[config.mk]
export PLATFORM = sky130hd
export DESIGN_NAME = tap_delay_line
export DESIGN_NICKNAME = d
export VERILOG_FILES = /design/src/rtl/tdl_pkg.sv /design/src/rtl/tdl_ptr.sv /design/src/rtl/tdl_seg_ram.sv /design/src/rtl/tdl_seg_reg.sv /design/src/rtl/tap_delay_line.sv
export SDC_FILE = /design/constraint.sdc
export NUM_CORES = 1
export LEC_CHECK = 0
export ABC_AREA = 1
export BUFFER_PORTS_ARGS = -buffer_cell sky130_fd_sc_hd__buf_2
export CAP_MARGIN = 20
export CORE_MARGIN = 2
export CORE_UTILIZATION = 40
export CTS_CLUSTER_SIZE = 20
export DETAILED_ROUTE_END_ITERATION = 12
export PLACE_DENSITY = 0.58
export SYNTH_ARGS = -nofsm -noshare
export SYNTH_HDL_FRONTEND = slang
export SYNTH_SLANG_ARGS = --single-unit
[constraint.sdc]
create_clock -name clk -period 2.6 [get_ports clk]
set_input_delay 0.26 -clock clk [delete_from_list [all_inputs] [get_ports clk]]
set_output_delay 0.26 -clock clk [all_outputs]
set_load 0.02 [all_outputs]
[src/rtl/tdl_pkg.sv]
package tdl_pkg;

    // Smallest tap spacing for which a segment is built as a memory.
    localparam int unsigned MIN_RAM_SPACING = 3;

    // Chooses how a segment is built.
    function automatic bit seg_uses_ram(input int unsigned spacing);
        return spacing >= MIN_RAM_SPACING;
    endfunction

    // Width of a pointer that counts through 'depth' words; never less than 1.
    function automatic int unsigned ptr_width(input int unsigned depth);
        return (depth > 1) ? $clog2(depth) : 1;
    endfunction

endpackage

[src/rtl/tdl_ptr.sv]
module tdl_ptr #(
    parameter int unsigned DEPTH = 4,
    localparam int unsigned PW   = tdl_pkg::ptr_width(DEPTH)
) (
    input  logic          clk,
    input  logic          rst_n,
    input  logic          en,
    output logic [PW-1:0] ptr_o
);

    localparam logic [PW-1:0] LAST = PW'(DEPTH - 1);

    always_ff @(posedge clk) begin
        if (!rst_n) begin
            ptr_o <= '0;
        end else if (en) begin
            ptr_o <= (ptr_o == LAST) ? '0 : ptr_o + 1'b1;
        end
    end

    // the pointer never leaves the memory's address range
    a_r7_ptr_range: assert property (@(posedge clk) disable iff (!rst_n)
        ptr_o <= LAST);
    // the pointer wraps from the last address to 0
    a_r7_ptr_wrap: assert property (@(posedge clk) disable iff (!rst_n)
        (en && ptr_o == LAST) |=> ptr_o == '0);
    // below the last address the pointer steps up by one
    a_r7_ptr_step: assert property (@(posedge clk) disable iff (!rst_n)
        (en && ptr_o != LAST) |=> ptr_o == $past(ptr_o) + 1'b1);
    // a disabled edge leaves the pointer where it is
    a_r3_ptr_hold: assert property (@(posedge clk) disable iff (!rst_n)
        !en |=> $stable(ptr_o));
    // reset puts the pointer at address 0
    a_r5_ptr_reset: assert property (@(posedge clk)
        !rst_n |=> ptr_o == '0);

endmodule

[src/rtl/tdl_seg_ram.sv]
module tdl_seg_ram #(
    parameter int unsigned WIDTH = 8,
    parameter int unsigned DEPTH = 4,
    localparam int unsigned PW   = tdl_pkg::ptr_width(DEPTH)
) (
    input  logic             clk,
    input  logic             rst_n,
    input  logic             en,
    input  logic [PW-1:0]    ptr,
    input  logic [WIDTH-1:0] d,
    output logic [WIDTH-1:0] q
);

    logic [WIDTH-1:0] mem [DEPTH];

    // Write port. The memory array has no reset.
    always_ff @(posedge clk) begin
        if (en) begin
            mem[ptr] <= d;
        end
    end

    // The read at the same address gets the word stored DEPTH enabled edges ago.
    always_ff @(posedge clk) begin
        if (!rst_n) begin
            q <= '0;
        end else if (en) begin
            q <= mem[ptr];
        end
    end

    // a disabled edge leaves the segment output unchanged
    a_r3_ram_hold: assert property (@(posedge clk) disable iff (!rst_n)
        !en |=> $stable(q));
    // reset clears the segment output
    a_r5_ram_reset: assert property (@(posedge clk)
        !rst_n |=> q == '0);

endmodule

[src/rtl/tdl_seg_reg.sv]
module tdl_seg_reg #(
    parameter int unsigned WIDTH = 8,
    parameter int unsigned DEPTH = 2
) (
    input  logic             clk,
    input  logic             rst_n,
    input  logic             en,
    input  logic [WIDTH-1:0] d,
    output logic [WIDTH-1:0] q
);

    logic [WIDTH-1:0] stage [DEPTH];

    always_ff @(posedge clk) begin
        if (!rst_n) begin
            for (int i = 0; i < int'(DEPTH); i++) begin
                stage[i] <= '0;
            end
        end else if (en) begin
            stage[0] <= d;
            for (int i = 1; i < int'(DEPTH); i++) begin
                stage[i] <= stage[i-1];
            end
        end
    end

    assign q = stage[DEPTH-1];

    // a disabled edge leaves the register segment unchanged
    a_r3_reg_hold: assert property (@(posedge clk) disable iff (!rst_n)
        !en |=> $stable(q));
    // reset clears the register segment
    a_r5_reg_reset: assert property (@(posedge clk)
        !rst_n |=> q == '0);

endmodule

[src/rtl/tap_delay_line.sv]
module tap_delay_line #(
    parameter int unsigned WIDTH         = 8,
    parameter int unsigned NTAPS         = 4,
    parameter int unsigned SPACING       = 5,
    parameter bit          HAS_ENABLE    = 1'b1,
    parameter bit          HAS_SHIFT_OUT = 1'b1
) (
    input  logic                   clk,
    input  logic                   rst_n,
    input  logic                   en_i,
    input  logic [WIDTH-1:0]       din_i,
    output logic [NTAPS*WIDTH-1:0] taps_o,
    output logic [WIDTH-1:0]       shout_o
);

    localparam bit          USE_RAM   = tdl_pkg::seg_uses_ram(SPACING);
    localparam int unsigned RAM_DEPTH = USE_RAM ? SPACING - 1 : 2;
    localparam int unsigned PW        = tdl_pkg::ptr_width(RAM_DEPTH);

    logic             en_int;
    logic [WIDTH-1:0] seg_d [NTAPS];
    logic [WIDTH-1:0] seg_q [NTAPS];

    // with no enable port, the line shifts on every clock edge
    assign en_int = HAS_ENABLE ? en_i : 1'b1;

    // each segment takes its input from the previous segment's registered output
    assign seg_d[0] = din_i;
    for (genvar k = 1; k < NTAPS; k++) begin : g_link
        assign seg_d[k] = seg_q[k-1];
    end

    if (USE_RAM) begin : g_ram
        logic [PW-1:0] ptr;

        tdl_ptr #(.DEPTH(RAM_DEPTH)) i_ptr (
            .clk   (clk),
            .rst_n (rst_n),
            .en    (en_int),
            .ptr_o (ptr)
        );

        for (genvar k = 0; k < NTAPS; k++) begin : g_seg
            tdl_seg_ram #(.WIDTH(WIDTH), .DEPTH(RAM_DEPTH)) i_seg (
                .clk   (clk),
                .rst_n (rst_n),
                .en    (en_int),
                .ptr   (ptr),
                .d     (seg_d[k]),
                .q     (seg_q[k])
            );
        end
    end else begin : g_reg
        for (genvar k = 0; k < NTAPS; k++) begin : g_seg
            tdl_seg_reg #(.WIDTH(WIDTH), .DEPTH(SPACING)) i_seg (
                .clk   (clk),
                .rst_n (rst_n),
                .en    (en_int),
                .d     (seg_d[k]),
                .q     (seg_q[k])
            );
        end
    end

    for (genvar k = 0; k < NTAPS; k++) begin : g_tap
        assign taps_o[k*WIDTH +: WIDTH] = seg_q[k];
    end

    // the cascade output is the far end of the line, or zero when it is not built
    assign shout_o = HAS_SHIFT_OUT ? seg_q[NTAPS-1] : '0;

    // a disabled edge changes no tap
    a_r3_taps_hold: assert property (@(posedge clk) disable iff (!rst_n)
        !en_int |=> $stable(taps_o));
    // on an enabled edge, tap 1 takes the value tap 0 held SPACING-1 enabled edges
    // earlier; this check covers spacing 1, where that means the value just before the edge
    a_r8_lockstep: assert property (@(posedge clk) disable iff (!rst_n)
        (SPACING == 1 && NTAPS > 1 && en_int && $past(rst_n))
        |=> taps_o[2*WIDTH-1 -: WIDTH] == $past(taps_o[WIDTH-1:0]));

endmodule

Word level (Yosys, flattened, before mapping)

Memory sizes are Yosys's and may differ from the RTL's. A register that Yosys moved wholly into a read port is not among the register bits.
Cells that the tools add are included.

$add $sub $neg: 1
Equal/unequal tests: 1
Multiplexer cells: 3
Reductions and logical operators: 4

Operators with widths:

| kind                  | number |
|---|---|
| $logic_not A1 Y1      | 4 |
| $add A2 B1 Y2 const B | 1 |
| $eq A2 B2 Y1 const B  | 1 |
| $mux W1               | 2 |
| $mux W2               | 1 |

Register bits: 2
RAM bits: 128
Output and inout port bits: 40
Memories kept: 4

Memory list:

| memory                   | words | bits a word | rd ports | clocked after Yosys merged registers in | wr ports | RTL line          | text |
|---|---|---|---|---|---|---|---|
| g_ram.g_seg[0].i_seg.mem | 4     | 8           | 1        | 1                                       | 1        | tdl_seg_ram.sv:14 | `logic [WIDTH-1:0] mem [DEPTH];` |
| g_ram.g_seg[1].i_seg.mem | 4     | 8           | 1        | 1                                       | 1        | tdl_seg_ram.sv:14 |  |
| g_ram.g_seg[2].i_seg.mem | 4     | 8           | 1        | 1                                       | 1        | tdl_seg_ram.sv:14 |  |
| g_ram.g_seg[3].i_seg.mem | 4     | 8           | 1        | 1                                       | 1        | tdl_seg_ram.sv:14 |  |

Depth between registers and ports, before layout

Depth after elaboration: 2
Depth in mapped cells: 7
Gate-level depth less buffers: 5

Hierarchy

A second synthesis with hierarchy kept.

Cells, all modules: 527
Area total of the unflattened synthesis: 6371.1 um^2

By module, submodules not included:

| module                                 | instances | cells each | area an instance (um^2) |
|---|---|---|---|
| tdl_seg_ram (g_ram.g_seg[1].i_seg ...) | 3         | 126        | 1554.0 |
| tdl_seg_ram (g_ram.g_seg[0].i_seg)     | 1         | 128        | 1552.7 |
| tdl_ptr                                | 1         | 13         | 96.3 |
| tap_delay_line                         | 1         | 8          | 60.1 |

Worst setup path before layout

No wires, ideal clock.

Path type: register -> register
Start: register g_ram.i_ptr.ptr_o[1]
End: memory g_ram.g_seg[0].i_seg.mem[1][0], enable pin
Setup time: 0.387 ns
Arrival: 1.569 ns
Setup slack: 0.644 ns
Cell stages (with the launch flop): 7
Buffers on the path: 2
Cell sequence: dfxtp_1 -> buf_2 -> inv_2 -> buf_2 -> ha_1 -> nand2_1 -> inv_1

RTL lines:

| what                   | RTL line          | text |
|---|---|---|
| start, declared        | tdl_ptr.sv:8      | `output logic [PW-1:0] ptr_o` |
| start signal, assigned | tdl_ptr.sv:17     | `ptr_o <= (ptr_o == LAST) ? '0 : ptr_o + 1'b1;` |
| end, declared          | tdl_seg_ram.sv:14 |  |

Straight into the memory's write port.

Final worst setup path

Start: register g_ram.i_ptr.ptr_o[1]
End: memory g_ram.g_seg[2].i_seg.mem[2][5], enable pin

RTL lines:

| what          | RTL line |
|---|---|
| end, declared | tdl_seg_ram.sv:14 |

Straight into the memory's write port.

==> reports/metrics.yaml <==
grt_max_degree: 67
fin_util_pct: 47.00
vdd_drop_max_uv: 482.1
rsz0062_at_grt: "no"
wl_per_cell_um: 15.98
critPathLaunchType: "register"
arrival_ps: 2260
numCtsBuffers: 17
routed-wl-met2_mm: 5.848
synth_edf_count: 128
grt_pass1_wl_mm: 19.97
htree_levels: 4
netlist_instances: 510
power.density_nw_per_um2: 835.8
syn_to_final_growth_pct: 14.41
fill_cells: 1361
p_leak_uw: 0.002731
async_reset_ff_share_pct: 0
cts-root-buf: "clkbuf_16"
die_x_um: 129.2
status: "completed"
top_layer: "met4"
nets: 567
post_cts_buffers: 0
max_slew_margin_pct: 51.86
path_clk_slew_ps: 60
cp_num_buf_inv: 2
synth_top_area_share_pct: 61.32
cp_slowest_stage_delay_ps: 710
worstMarginPinSlew_ps: 722.1
final-max-slew-violation-count: 0
criticalPathCategory: "register to register"
drive_gt1_share_pct: 23.19
antenna_found_initial: 0
io_pins: 51
cap_violations: 0
ys.flop_type: "edfxtp_1"
cts-hold-fix-buffers: 0
max-clock-path-buffers: 2
grtUsageTotal_pct: 16.16
cts_tree: "yes"
period_share_pct: 83.36
insertedDiodeCount: 0
synth.net_count: 525
drc: 0
syn_area_sq_um: 6269
dp_cells: 744
final_cells: 776
worstHoldPathType: "primary input to register"
path_delay_family: "buffers and inverters"
rows: 45
drt_iter0_drc: 398
period_needed_ps: 2167
cp_max_fo: 22
yosys.cell_types.count: 18
die-area_sq_um: 16690
required_ps: 2690
routed-wl-met3_um: 466
cp_slowest_cell: "dfxtp_1"
cts-resized-gates: 0
first_pass_iters: 4
die_height_um: 129.2
vias_per_cell: 4.763
dp_hpwl_mm: 7.315
tns_ps: 0
synth.avg_cell_area_sq_um: 12.29
vias: 3696
holdWs_ps: 59.90
clock_sinks: 162
wl_mm: 12.40
endpoint_kind: "register"
synth-seq-cells: 162
synth-seq-area-share_pct: 72.18
clk_latency_ps: 430
initial_core_util_pct: 41.08
grt_pass1_vias: 3602
core-area_sq_um: 15260
crit_chain: "ha_1, nand2_1, inv_1, buf_4"
yosys_warnings: 0
setup_viol_count_final: 0
io_buffer_count: 50
yosysTopAreaCell: "edfxtp_1"
synth_area_leaders: "edfxtp_1 (61%), dfxtp_1 (11%), nand2_1 (9.8%)"
final_antenna_net_count: 0
yosys-top-cells-count: "nand2_1 (164), edfxtp_1 (128), nand3_1 (64), dfxtp_1 (34)"
clock_skew_ps: 12.33
yosysMostFrequentCell: "nand2_1"
routabilityCongestion: 0.7453
max_freq_mhz: 461.4
wl_met1_mm: 5.947
layout_setup_ws_ps: 432.5
hold_violations: 0
place_ws_ps: 443.9
overflow: 0
-- routing by layer --
layer | GRT usage (%) | vias up
li1 | - | 1852
met1 | 21.48 | 1754
met2 | 25.79 | 80
met3 | 4.129 | 10
met4 | 5.946 | 0
met5 | 0 | -
-- state kept, by name (all words and copies together) (netlist names) --
name / count
g_ram.g_seg.i_seg.q: 32
g_ram.g_seg.i_seg.mem: 128
g_ram.i_ptr.ptr_o: 2
-- layout make-up --
cell class | instances | area [sq um] | share of cell area (%)
multi-input combinational | 301 | 1458 | 20.32
timing repair buffer | 63 | 347.8 | 4.850
tap | 211 | 264.0 | 3.681
inverter | 7 | 26.28 | 0.3664
sequential | 162 | 4526 | 63.10
clock inverter | 15 | 125.1 | 1.745
clock buffer | 17 | 425.4 | 5.932
-- worst reg2reg max path, delay by kind of cell, from the launching register on --
kind	cells	cell delay, ps
fa+ha+maj	1	280
buf+inv	2	780
flops	1	710
simple gates	1	60
-- cell families after synthesis --
| family | synth area share (%) |
|---|---|
| and+or+nand+nor | 15.21 |
| buffers and inverters | 4.571 |
| xor gates and xnor gates | 0.1397 |
| DFF | 72.18 |
| adders and majority gates | 0.7984 |
| AOI/OAI and AO/OA | 7.106 |
-- per-stage QoR --
| stage | power (uW) | cell area [sq um] |
|---|---|---|
| 6_report | 5994 | 7172 |
| 5_1_grt | 6266 | 7172 |
| 4_1_cts | 6054 | 7172 |
| 3_5_place_dp | 3749 | 6621 |
| 3_3_place_gp | 3737 | 6621 |
| 2_1_floorplan | 3567 | 6269 |
-- report_power, final --
group | leakage (uW) | internal (uW) | total (uW) | switching (uW)
Combinational | 0.000998 | 182 | 608 | 426
Sequential | 0.00148 | 2970 | 3070 | 94.7
Clock | 0.000255 | 1250 | 2320 | 1070
-- placed cells by master, fill, tap and decap left out --
master,instances
buf_2,50
edfxtp_1,128
xnor2_1,1
clkinvlp_4,5
nand2_1,164
clkbuf_16,17
buf_4,13
inv_2,2
inv_1,5
a21oi_1,1
o21ai_0,32
clkinv_4,2
nor2_1,2
nand3_1,64
ha_1,4
inv_6,8
nor3_2,1
dfxtp_1,33
dfxtp_2,1
a21oi_2,32
-- final timing paths --
check / depth (start not counted) / slack (ps) / startpoint / to
worst max register to register: 4 / 430 / g_ram.i_ptr.ptr_o[1] / g_ram.g_seg[2].i_seg.mem[2][5]
worst max-delay path: 4 / 430 / g_ram.i_ptr.ptr_o[1] / g_ram.g_seg[2].i_seg.mem[2][5]
worst min-delay path: 1 / 60 / din_i[5] / g_ram.g_seg[0].i_seg.mem[2][5]
worst min register to register: 0 / 530 / g_ram.g_seg[0].i_seg.q[5] / g_ram.g_seg[1].i_seg.mem[2][5]
No activity file was read; power rests on OpenSTA's default activity.
